## src/rtl/dbt_pkg.sv

```systemverilog
`timescale 1ns/1ps
package dbt_pkg;
  typedef enum logic [2:0] {
    CMD_NOP = 3'd0,
    CMD_ACT = 3'd1,
    CMD_RD  = 3'd2,
    CMD_WR  = 3'd3,
    CMD_PRE = 3'd4,
    CMD_REF = 3'd5
  } dbt_cmd_e;

  // cycles from a column grant to the end of its burst
  function automatic int dbt_burst_delay(input bit is_rd, input int cl, input int bl);
    return is_rd ? (cl + bl / 2) : (bl / 2);
  endfunction

  function automatic int dbt_max(input int a, input int b);
    return (a > b) ? a : b;
  endfunction
endpackage

```

## src/rtl/dbt_down_ctr.sv

```systemverilog
`timescale 1ns/1ps
module dbt_down_ctr #(
  parameter int CW = 4
) (
  input  logic          clk,
  input  logic          rst_n,
  input  logic          load,
  input  logic [CW-1:0] load_val,
  output logic          done
);
  logic [CW-1:0] cnt;

  always_ff @(posedge clk) begin
    if (!rst_n)          cnt <= '0;
    else if (load)       cnt <= load_val;
    else if (cnt != '0)  cnt <= cnt - 1'b1;
  end

  assign done = (cnt == '0);

  AST_CTR_STEP: assert property (@(posedge clk) disable iff (!rst_n)
    (!load && cnt != '0) |=> (cnt == $past(cnt) - 1'b1));
endmodule

```

## src/rtl/dbt_row_state.sv

```systemverilog
`timescale 1ns/1ps
module dbt_row_state #(
  parameter int ROW_W = 14
) (
  input  logic             clk,
  input  logic             rst_n,
  input  logic             open_set,
  input  logic [ROW_W-1:0] set_row,
  input  logic             close,
  input  logic [ROW_W-1:0] req_row,
  output logic             row_open,
  output logic [ROW_W-1:0] open_row,
  output logic             hit
);
  logic [ROW_W-1:0] row_q;

  always_ff @(posedge clk) begin
    if (!rst_n) begin
      row_open <= 1'b0;
      row_q    <= '0;
    end else if (open_set) begin
      row_open <= 1'b1;
      row_q    <= set_row;
    end else if (close) begin
      row_open <= 1'b0;
    end
  end

  assign open_row = row_open ? row_q : '0;
  assign hit      = row_open && (req_row == row_q);

  AST_ROW_HOLD: assert property (@(posedge clk) disable iff (!rst_n)
    (row_open && !close && !open_set) |=> (row_open && $stable(open_row)));
  AST_CLOSE_IDLE: assert property (@(posedge clk) disable iff (!rst_n)
    close |=> (!row_open && open_row == '0));
endmodule

```

## src/rtl/dbt_bank_tracker.sv

```systemverilog
`timescale 1ns/1ps
module dbt_bank_tracker
  import dbt_pkg::*;
#(
  parameter int ROW_W      = 14,
  parameter int TRCD       = 3,
  parameter int TRAS       = 8,
  parameter int TRP        = 3,
  parameter int TRFC       = 12,
  parameter int CL         = 3,
  parameter int BL         = 8,
  parameter bit CLOSE_PAGE = 1'b0
) (
  input  logic             clk,
  input  logic             rst_n,
  input  logic [2:0]       req_cmd,
  input  logic [ROW_W-1:0] req_row,
  input  logic             req_ap,
  output logic             gnt,
  output logic             row_open,
  output logic [ROW_W-1:0] open_row,
  output logic             row_hit
);
  localparam int TRC    = TRAS + TRP;
  localparam int RD_DLY = dbt_burst_delay(1'b1, CL, BL);
  localparam int WR_DLY = dbt_burst_delay(1'b0, CL, BL);
  localparam int TMAX   = dbt_max(dbt_max(TRC, TRFC), RD_DLY);
  localparam int CW     = $clog2(TMAX + 1);

  logic is_act, is_rd, is_wr, is_pre, is_ref, is_col;
  logic rcd_done, ras_done, rc_done, rp_done, rfc_done, ap_done;
  logic act_ok, col_ok, pre_ok, ref_ok;
  logic ap_pend, ap_req, ap_fire, close_evt;
  logic act_go, col_go, pre_go, ref_go;
  logic [CW-1:0] ap_load;

  assign is_act = (req_cmd == CMD_ACT);
  assign is_rd  = (req_cmd == CMD_RD);
  assign is_wr  = (req_cmd == CMD_WR);
  assign is_pre = (req_cmd == CMD_PRE);
  assign is_ref = (req_cmd == CMD_REF);
  assign is_col = is_rd || is_wr;

  // legality of each command class this cycle
  assign act_ok = !row_open && rp_done && rc_done && rfc_done;
  assign col_ok = row_open && row_hit && rcd_done && !ap_pend;
  assign pre_ok = row_open && ras_done && !ap_pend;
  assign ref_ok = !row_open && rp_done && rfc_done;

  always_comb begin
    unique case (req_cmd)
      CMD_ACT:        gnt = act_ok;
      CMD_RD, CMD_WR: gnt = col_ok;
      CMD_PRE:        gnt = pre_ok;
      CMD_REF:        gnt = ref_ok;
      default:        gnt = 1'b0;
    endcase
  end

  assign act_go = gnt && is_act;
  assign col_go = gnt && is_col;
  assign pre_go = gnt && is_pre;
  assign ref_go = gnt && is_ref;

  // page policy: which column grants arm the implicit precharge
  generate
    if (CLOSE_PAGE) begin : g_close_page
      assign ap_req = col_go;
    end else begin : g_open_page
      assign ap_req = col_go && req_ap;
    end
  endgenerate

  // implicit precharge waits for both burst end and the TRAS window
  assign ap_fire   = ap_pend && ap_done && ras_done;
  assign close_evt = pre_go || ap_fire;
  assign ap_load   = is_rd ? CW'(RD_DLY - 1) : CW'(WR_DLY - 1);

  always_ff @(posedge clk) begin
    if (!rst_n)       ap_pend <= 1'b0;
    else if (ap_req)  ap_pend <= 1'b1;
    else if (ap_fire) ap_pend <= 1'b0;
  end

  dbt_down_ctr #(.CW(CW)) u_rcd (.clk(clk), .rst_n(rst_n), .load(act_go),
    .load_val(CW'(TRCD - 1)), .done(rcd_done));
  dbt_down_ctr #(.CW(CW)) u_ras (.clk(clk), .rst_n(rst_n), .load(act_go),
    .load_val(CW'(TRAS - 1)), .done(ras_done));
  dbt_down_ctr #(.CW(CW)) u_rc  (.clk(clk), .rst_n(rst_n), .load(act_go),
    .load_val(CW'(TRC - 1)),  .done(rc_done));
  dbt_down_ctr #(.CW(CW)) u_rp  (.clk(clk), .rst_n(rst_n), .load(close_evt),
    .load_val(CW'(TRP - 1)),  .done(rp_done));
  dbt_down_ctr #(.CW(CW)) u_rfc (.clk(clk), .rst_n(rst_n), .load(ref_go),
    .load_val(CW'(TRFC - 1)), .done(rfc_done));
  dbt_down_ctr #(.CW(CW)) u_ap  (.clk(clk), .rst_n(rst_n), .load(ap_req),
    .load_val(ap_load),       .done(ap_done));

  dbt_row_state #(.ROW_W(ROW_W)) u_row (
    .clk(clk), .rst_n(rst_n), .open_set(act_go), .set_row(req_row),
    .close(close_evt), .req_row(req_row), .row_open(row_open),
    .open_row(open_row), .hit(row_hit));

  AST_ACT_OPENS: assert property (@(posedge clk) disable iff (!rst_n)
    act_go |=> (row_open && open_row == $past(req_row)));
  AST_COL_ON_OPEN: assert property (@(posedge clk) disable iff (!rst_n)
    col_go |-> (row_open && open_row == req_row));
  AST_PRE_CLOSES: assert property (@(posedge clk) disable iff (!rst_n)
    pre_go |=> !row_open);
  AST_AP_CLOSES: assert property (@(posedge clk) disable iff (!rst_n)
    ap_fire |=> (!row_open && !ap_pend));
  AST_NO_CMD_PENDING: assert property (@(posedge clk) disable iff (!rst_n)
    ap_pend |-> !(col_go || pre_go));
  AST_REF_BLOCKS: assert property (@(posedge clk) disable iff (!rst_n)
    (ref_go && TRFC > 1) |=> !gnt);
  AST_BAD_CODE: assert property (@(posedge clk) disable iff (!rst_n)
    (req_cmd > 3'd5 || req_cmd == 3'd0) |-> !gnt);
endmodule

```

## config.mk

```make
export PLATFORM = sky130hd
export DESIGN_NAME = dbt_bank_tracker
export DESIGN_NICKNAME = d
export VERILOG_FILES = /design/src/rtl/dbt_pkg.sv /design/src/rtl/dbt_down_ctr.sv /design/src/rtl/dbt_row_state.sv /design/src/rtl/dbt_bank_tracker.sv
export SDC_FILE = /design/constraint.sdc
export NUM_CORES = 1
export LEC_CHECK = 0
export ABC_CLOCK_PERIOD_IN_PS = 2200
export BUFFER_PORTS_ARGS = -buffer_cell sky130_fd_sc_hd__buf_2
export CORE_ASPECT_RATIO = 1.75
export CORE_UTILIZATION = 55
export CTS_BUF_LIST = sky130_fd_sc_hd__clkbuf_8
export DETAILED_ROUTE_END_ITERATION = 10
export PLACE_DENSITY_LB_ADDON = 0.25
export RECOVER_POWER = 100
export SYNTH_ARGS = -nofsm -noshare
export SYNTH_HDL_FRONTEND = slang
export SYNTH_SLANG_ARGS = --single-unit
```

## constraint.sdc

```tcl
create_clock -name clk -period 2.2 [get_ports clk]
set_clock_uncertainty 0.15 [all_clocks]
set_input_delay 0.44 -clock clk [delete_from_list [all_inputs] [get_ports clk]]
set_output_delay 0.44 -clock clk [all_outputs]
set_load 0.02 [all_outputs]
```

=== Word-level counts from Yosys, hierarchy flattened ===
Index checks and enable logic that the tools add are counted.

* Add/subtract/negate cells: 6
* Equal/unequal tests: 6
* Muxes and demuxes: 19
* Bitwise operators: 1
* Reductions and logical operators: 45

{| class="wikitable"
|+ Operators by type and width
! cell !! count
|-
| logical NOT 4 bit || 6
|-
| two-way mux 4 bit || 6
|-
| nonzero test 4 bit || 6
|-
| subtractor 4 x 1 -> 4 bit, second input constant || 6
|-
| logical AND 1 bit || 17
|-
| nonzero test 2 bit || 8
|-
| == test 14 bit || 1
|-
| two-way mux 14 bit || 1
|-
| two-way mux 3 bit || 3
|-
| two-way mux 2 bit || 4
|-
| OR reduction 2 bit || 4
|-
| == test 3 x 2 -> 1 bit, second input constant || 2
|-
| == test 3 bit, second input constant || 2
|-
| two-way mux 1 bit || 4
|-
| one-hot mux 1 bit (4 select lines) || 1
|-
| == test 3 x 1 -> 1 bit, second input constant || 1
|-
| logical NOT 1 bit || 2
|-
| logical OR 1 bit || 2
|-
| inverter 1 bit || 1
|}

* Flip-flop bits (word level): 40
* Input port bits: 20
* Output and inout port bits: 17
* Logic and storage cells: 91

=== Depth between registers and ports, before layout ===
* Word-level depth: 10
* Gate-level depth with buffers: 7
* Gate-level depth less buffers: 7

=== Modules after synthesis ===
Synthesis repeated with hierarchy kept, for this count alone.

* Cell total of the unflattened synthesis: 245
* Area total of the unflattened synthesis: 2,398.6 um2

{| class="wikitable"
|+ By module, submodules not included
! module !! instances !! cells an instance !! area each (um2) !! sequential area each (um2)
|-
| dbt_down_ctr || 6 || 23 || 230.2 || 80.1
|-
| dbt_row_state || 1 || 82 || 823.3 || 300.3
|-
| dbt_bank_tracker || 1 || 25 || 193.9 || 20.0
|}

=== Worst setup path before layout ===
Ideal clock, no wire load.

* Kind: reg-to-output
* From: register u_row.row_open
* To: output port gnt
* Arrival: 2.147 ns
* Required time: 1.610 ns
* Setup slack: -0.537 ns
* Stages on the path, launching flop included: 6
* Buffers on the path: 1
* Cells stage by stage: dfxtp_1 > clkbuf_1 > nand4_1 > nor4_1 > a21oi_1 > o21ai_0

* Word-level cells in the longest chain between the ends: 5
* Elaborated cells between the ends (all ways): 12
* Those cells by class: mux: 1; reduce/logical: 11

{| class="wikitable"
|+ RTL lines
! element !! RTL line !! RTL
|-
| from (decl) || dbt_row_state.sv:11 || <nowiki>output logic row_open,</nowiki>
|-
| from (signal assigned) || dbt_row_state.sv:19 || <nowiki>row_open <= 1'b0;</nowiki>
|-
| from (signal assigned) || dbt_row_state.sv:22 || <nowiki>row_open <= 1'b1;</nowiki>
|-
| from (signal assigned) || dbt_row_state.sv:25 || <nowiki>row_open <= 1'b0;</nowiki>
|-
| logical AND 1 bit || dbt_row_state.sv:30 || <nowiki>assign hit = row_open && (req_row == row_q);</nowiki>
|-
| via row_hit || dbt_bank_tracker.sv:22 || <nowiki>output logic row_hit</nowiki>
|-
| logical AND 1 bit (3 in series) || dbt_bank_tracker.sv:46 || <nowiki>assign col_ok = row_open && row_hit && rcd_done && !ap_pend;</nowiki>
|-
| one-hot mux 1 bit (4 select lines) || dbt_bank_tracker.sv:51 || <nowiki>unique case (req_cmd)</nowiki>
|-
| to (decl) || dbt_bank_tracker.sv:19 || <nowiki>output logic gnt,</nowiki>
|}

The timed path passes the listed nets, and every way through them passes these cells.

=== Worst setup path after layout ===
* From: register u_row.row_q[12]
* To: output port gnt

* Word-level cells in the longest chain between the ends: 6

{| class="wikitable"
|+ RTL lines
! element !! RTL line !! RTL
|-
| from (decl) || dbt_row_state.sv:15 || <nowiki>logic [ROW_W-1:0] row_q;</nowiki>
|-
| from (signal assigned) || dbt_row_state.sv:23 || <nowiki>row_q <= set_row;</nowiki>
|-
| == test 14 bit || dbt_row_state.sv:30 ||
|-
| logical AND 1 bit || dbt_row_state.sv:30 ||
|-
| logical AND 1 bit (3 in series) || dbt_bank_tracker.sv:46 ||
|-
| one-hot mux 1 bit (4 select lines) || dbt_bank_tracker.sv:51 ||
|}

No other way between the ends.

==> metrics <==
status=finished with violations; violated checks=negative setup slack; wire length per cell=13.69 um; crit-path max cell delay=0.35 ns; initial antenna violation count=0; Area growth, synth to finish=26.66%; Starting Density=58.78%; die area=3925 um2; Post-Route WL=4626 um; Sequential Power Share=41.0%; CTS tree=yes; Post-CTS Hold Buffers=0; actual slew at the worst max-slew pin=0.3885 ns; fin crit share=103.9%; Syn Inst Count=247; Synth Net Count=271; Routed Antenna Nets=0; overall routing resource usage=25.58%; TritonCTS Sinks=40; 1st-iter DRT viols=45; static leakage=1.040 nW; WS Path Type=flop to output pin; worst min path class=primary input to flop; ys async rst share=0%; first-pass GRT wire length=7238 um; final worst slack=-0.08600 ns; Post-synth top cells=nand2_1 (44), dfxtp_1 (40), a21oi_1 (28); Worst VDD drop=0.7961 mV; buffers from clock root to sink, at most=2; unrepaired setup endpoints after global routing=yes; CP max-delay cell=nor4_4; Int Pwr=1.515 mW; DRC Markers=0; Root Buffer=clkbuf_8; FF-to-FF Start=u_row.row_q[4]; Ys Warns=0; mean area per synthesized cell=8.171 um2; largest net degree at the start of global routing=24; Clk Latency, worst-skew pair=0.29 ns; CP cell instances=xnor2_2 > nand3_2 > nor4_4 > a21oi_2 > o21ai_2 > buf_6; I/O pin total=37; diode count=0; top cells by area, synth=dfxtp_1 (40%), nand2_1 (8.2%), a21oi_1 (6.9%); Setup Viol. Count Final=1; fin crit period=2.286 ns; PwrDens=859.1 nW/um2; critical path startpoint category=flop; GRT overflow=0; Post-synth top flop=dfxtp_1; vias per inst=5.506; CP endpoint kind=output pin; die height=82.14 um; post-synthesis sequential area ratio=39.68%; Worst EP arrival=1.70 ns; Psw=0.6814 mW; share of layout cells above drive strength 1=27.65%; Worst-path clk slew=0.08 ns; setup_tns=-0.08600 ns; max_cap viols=0; post-detail-place hpwl=3169 um; H-tree Lvls=2; final hold vios=0; number of iterations in the first detailed-routing pass=4; Cell Area, Placed=2297 um2; Required @ worst endpoint=1.61 ns; switching share of power=31.03%; IO Port Bufs=36; Die Wd=47.79 um; Crit. Startpoint=u_row.row_q[12]; Combinational Power Share=29.2%; design area=2556 um2; Highest Clock Rate=437.4 MHz; register bit total from synthesis=40; Clk pwr share=29.8%; vias in the first global route=1,792; EDFF count, synth=0; Worst Hold Launch=req_row[6]; Core Util, Final=74.45%; Design Power=2.196 mW; Yosys cell types=37; Routability Congestion=0.7582; routed via count=1,861; Num CTS Buffers=5; top cell type by total area after synthesis=dfxtp_1; Worst Path Max Fanout=3; top-count cell post-synth=nand2_1; sequential cell area=810.8 um2; Mapped Area=2018 um2; top cell type's share of synthesized area=39.68%; Final Slew Violations=0; Core Region=3433 um2; Row Count=28; Final #Nets=316; Fillers=272; area of the multi-input gates=1269 um2; Worst slew margin=74.10%
==> cells by family after synthesis <==
group | count (synthesis) | share of synthesized area, %
xor gates and xnor gates | 18 | 7.811
adders and majority gates | 4 | 2.480
DFF | 40 | 39.68
buffers and inverters | 14 | 3.720
muxes | 2 | 0.9920
and+or+nand+nor | 118 | 31.25
AOI/OAI and AO/OA | 51 | 14.07
==> sequential cells by signal, summed over array words and instances (netlist names) <==
signal,cells
u_row.row_open,1
ap_pend,1
u_rfc.cnt,4
u_rcd.cnt,4
u_ap.cnt,4
u_rc.cnt,4
u_row.row_q,14
u_rp.cnt,4
u_ras.cnt,4
==> worst paths after layout <==
kind                                  endpoint  slack [ns]  cells after the start
worst max register to register     u_ap.cnt[3]        0.12                      7
worst min register to register  u_row.row_q[3]        0.33                      2
worst max-delay path                       gnt       -0.09                      6
worst min-delay path            u_row.row_q[6]        0.25                      3
==> through the flow <==
stage	hold WS, ns	cells	setup slack (ns)
after detailed placement	0.3189	328	-0.09492
after CTS	0.2437	337	-0.06853
final	0.2546	338	-0.08600
after floorplan	0.3027	247	0.04922
after global placement	0.3095	328	-0.09644
after global routing	0.2647	338	-0.1575
==> power groups by stage <==
stage                     logic (mW)  registers [mW]  clock network (mW)
after floorplan                0.471           0.885                   0
after global placement         0.579           0.898                   0
after detailed placement       0.594           0.900                   0
after CTS                      0.646           0.896               0.665
after global routing           0.735           0.912               0.688
final                          0.641           0.901               0.654
==> cell usage in the layout (no fill, tap or decap), types with 3 or more instances in the layout <==
cell type	synthesis	final
inv_1	5	4
nand3_1	4	4
dfxtp_1	40	32
buf_4	0	7
buf_2	0	26
and2_1	14	8
nand4_1	8	8
o21ai_0	12	11
and3_1	3	3
nor4_4	2	3
nor3_1	10	10
nor3b_1	4	3
nor2_1	13	13
nor4_1	4	3
clkbuf_1	6	8
and2_0	0	6
xnor2_2	0	10
xnor2_1	16	5
dfxtp_2	0	8
nand2_1	44	44
ha_1	4	3
clkbuf_8	0	7
a21oi_1	28	28
==> final cells by class <==
class / instances / share of cell area [%]
Multi-Input combinational cell: 193 / 49.63
Sequential cell: 40 / 31.72
Timing Repair Buffer: 47 / 10.77
Clock buffer: 7 / 3.769
Tap cell: 45 / 2.203
Clock inverter: 1 / 1.175
Inverter: 5 / 0.7342
==> metal layers <==
layer	up-vias	routed length, um	share of wire (%)	track usage [%]
met5	-	0	0	0
met4	0	100	2.2	11.67
met3	10	125	2.7	3.696
met2	45	2542	55	48.92
met1	864	1857	40	24.69
li1	942	-	-	-
==> worst max-delay path: cells and delay by family, from the launching register on <==
kind                   cells  cell delay (ns)
AO/OA/AOI/OAI              2             0.24
XOR/XNOR                   1             0.20
buffers and inverters      1             0.14
flip-flops                 1             0.34
AND/OR/NAND/NOR            2             0.48
==> what timing repair did <==
action | in CTS | in global routing
setup endpoints to repair | 2 | 2
setup buffers | 1 | 1
pin swaps | 12 | 1
endpoints found under the hold margin | 0 | 0
resized for setup | 22 | 8
(Power assumes the default switching activity.)
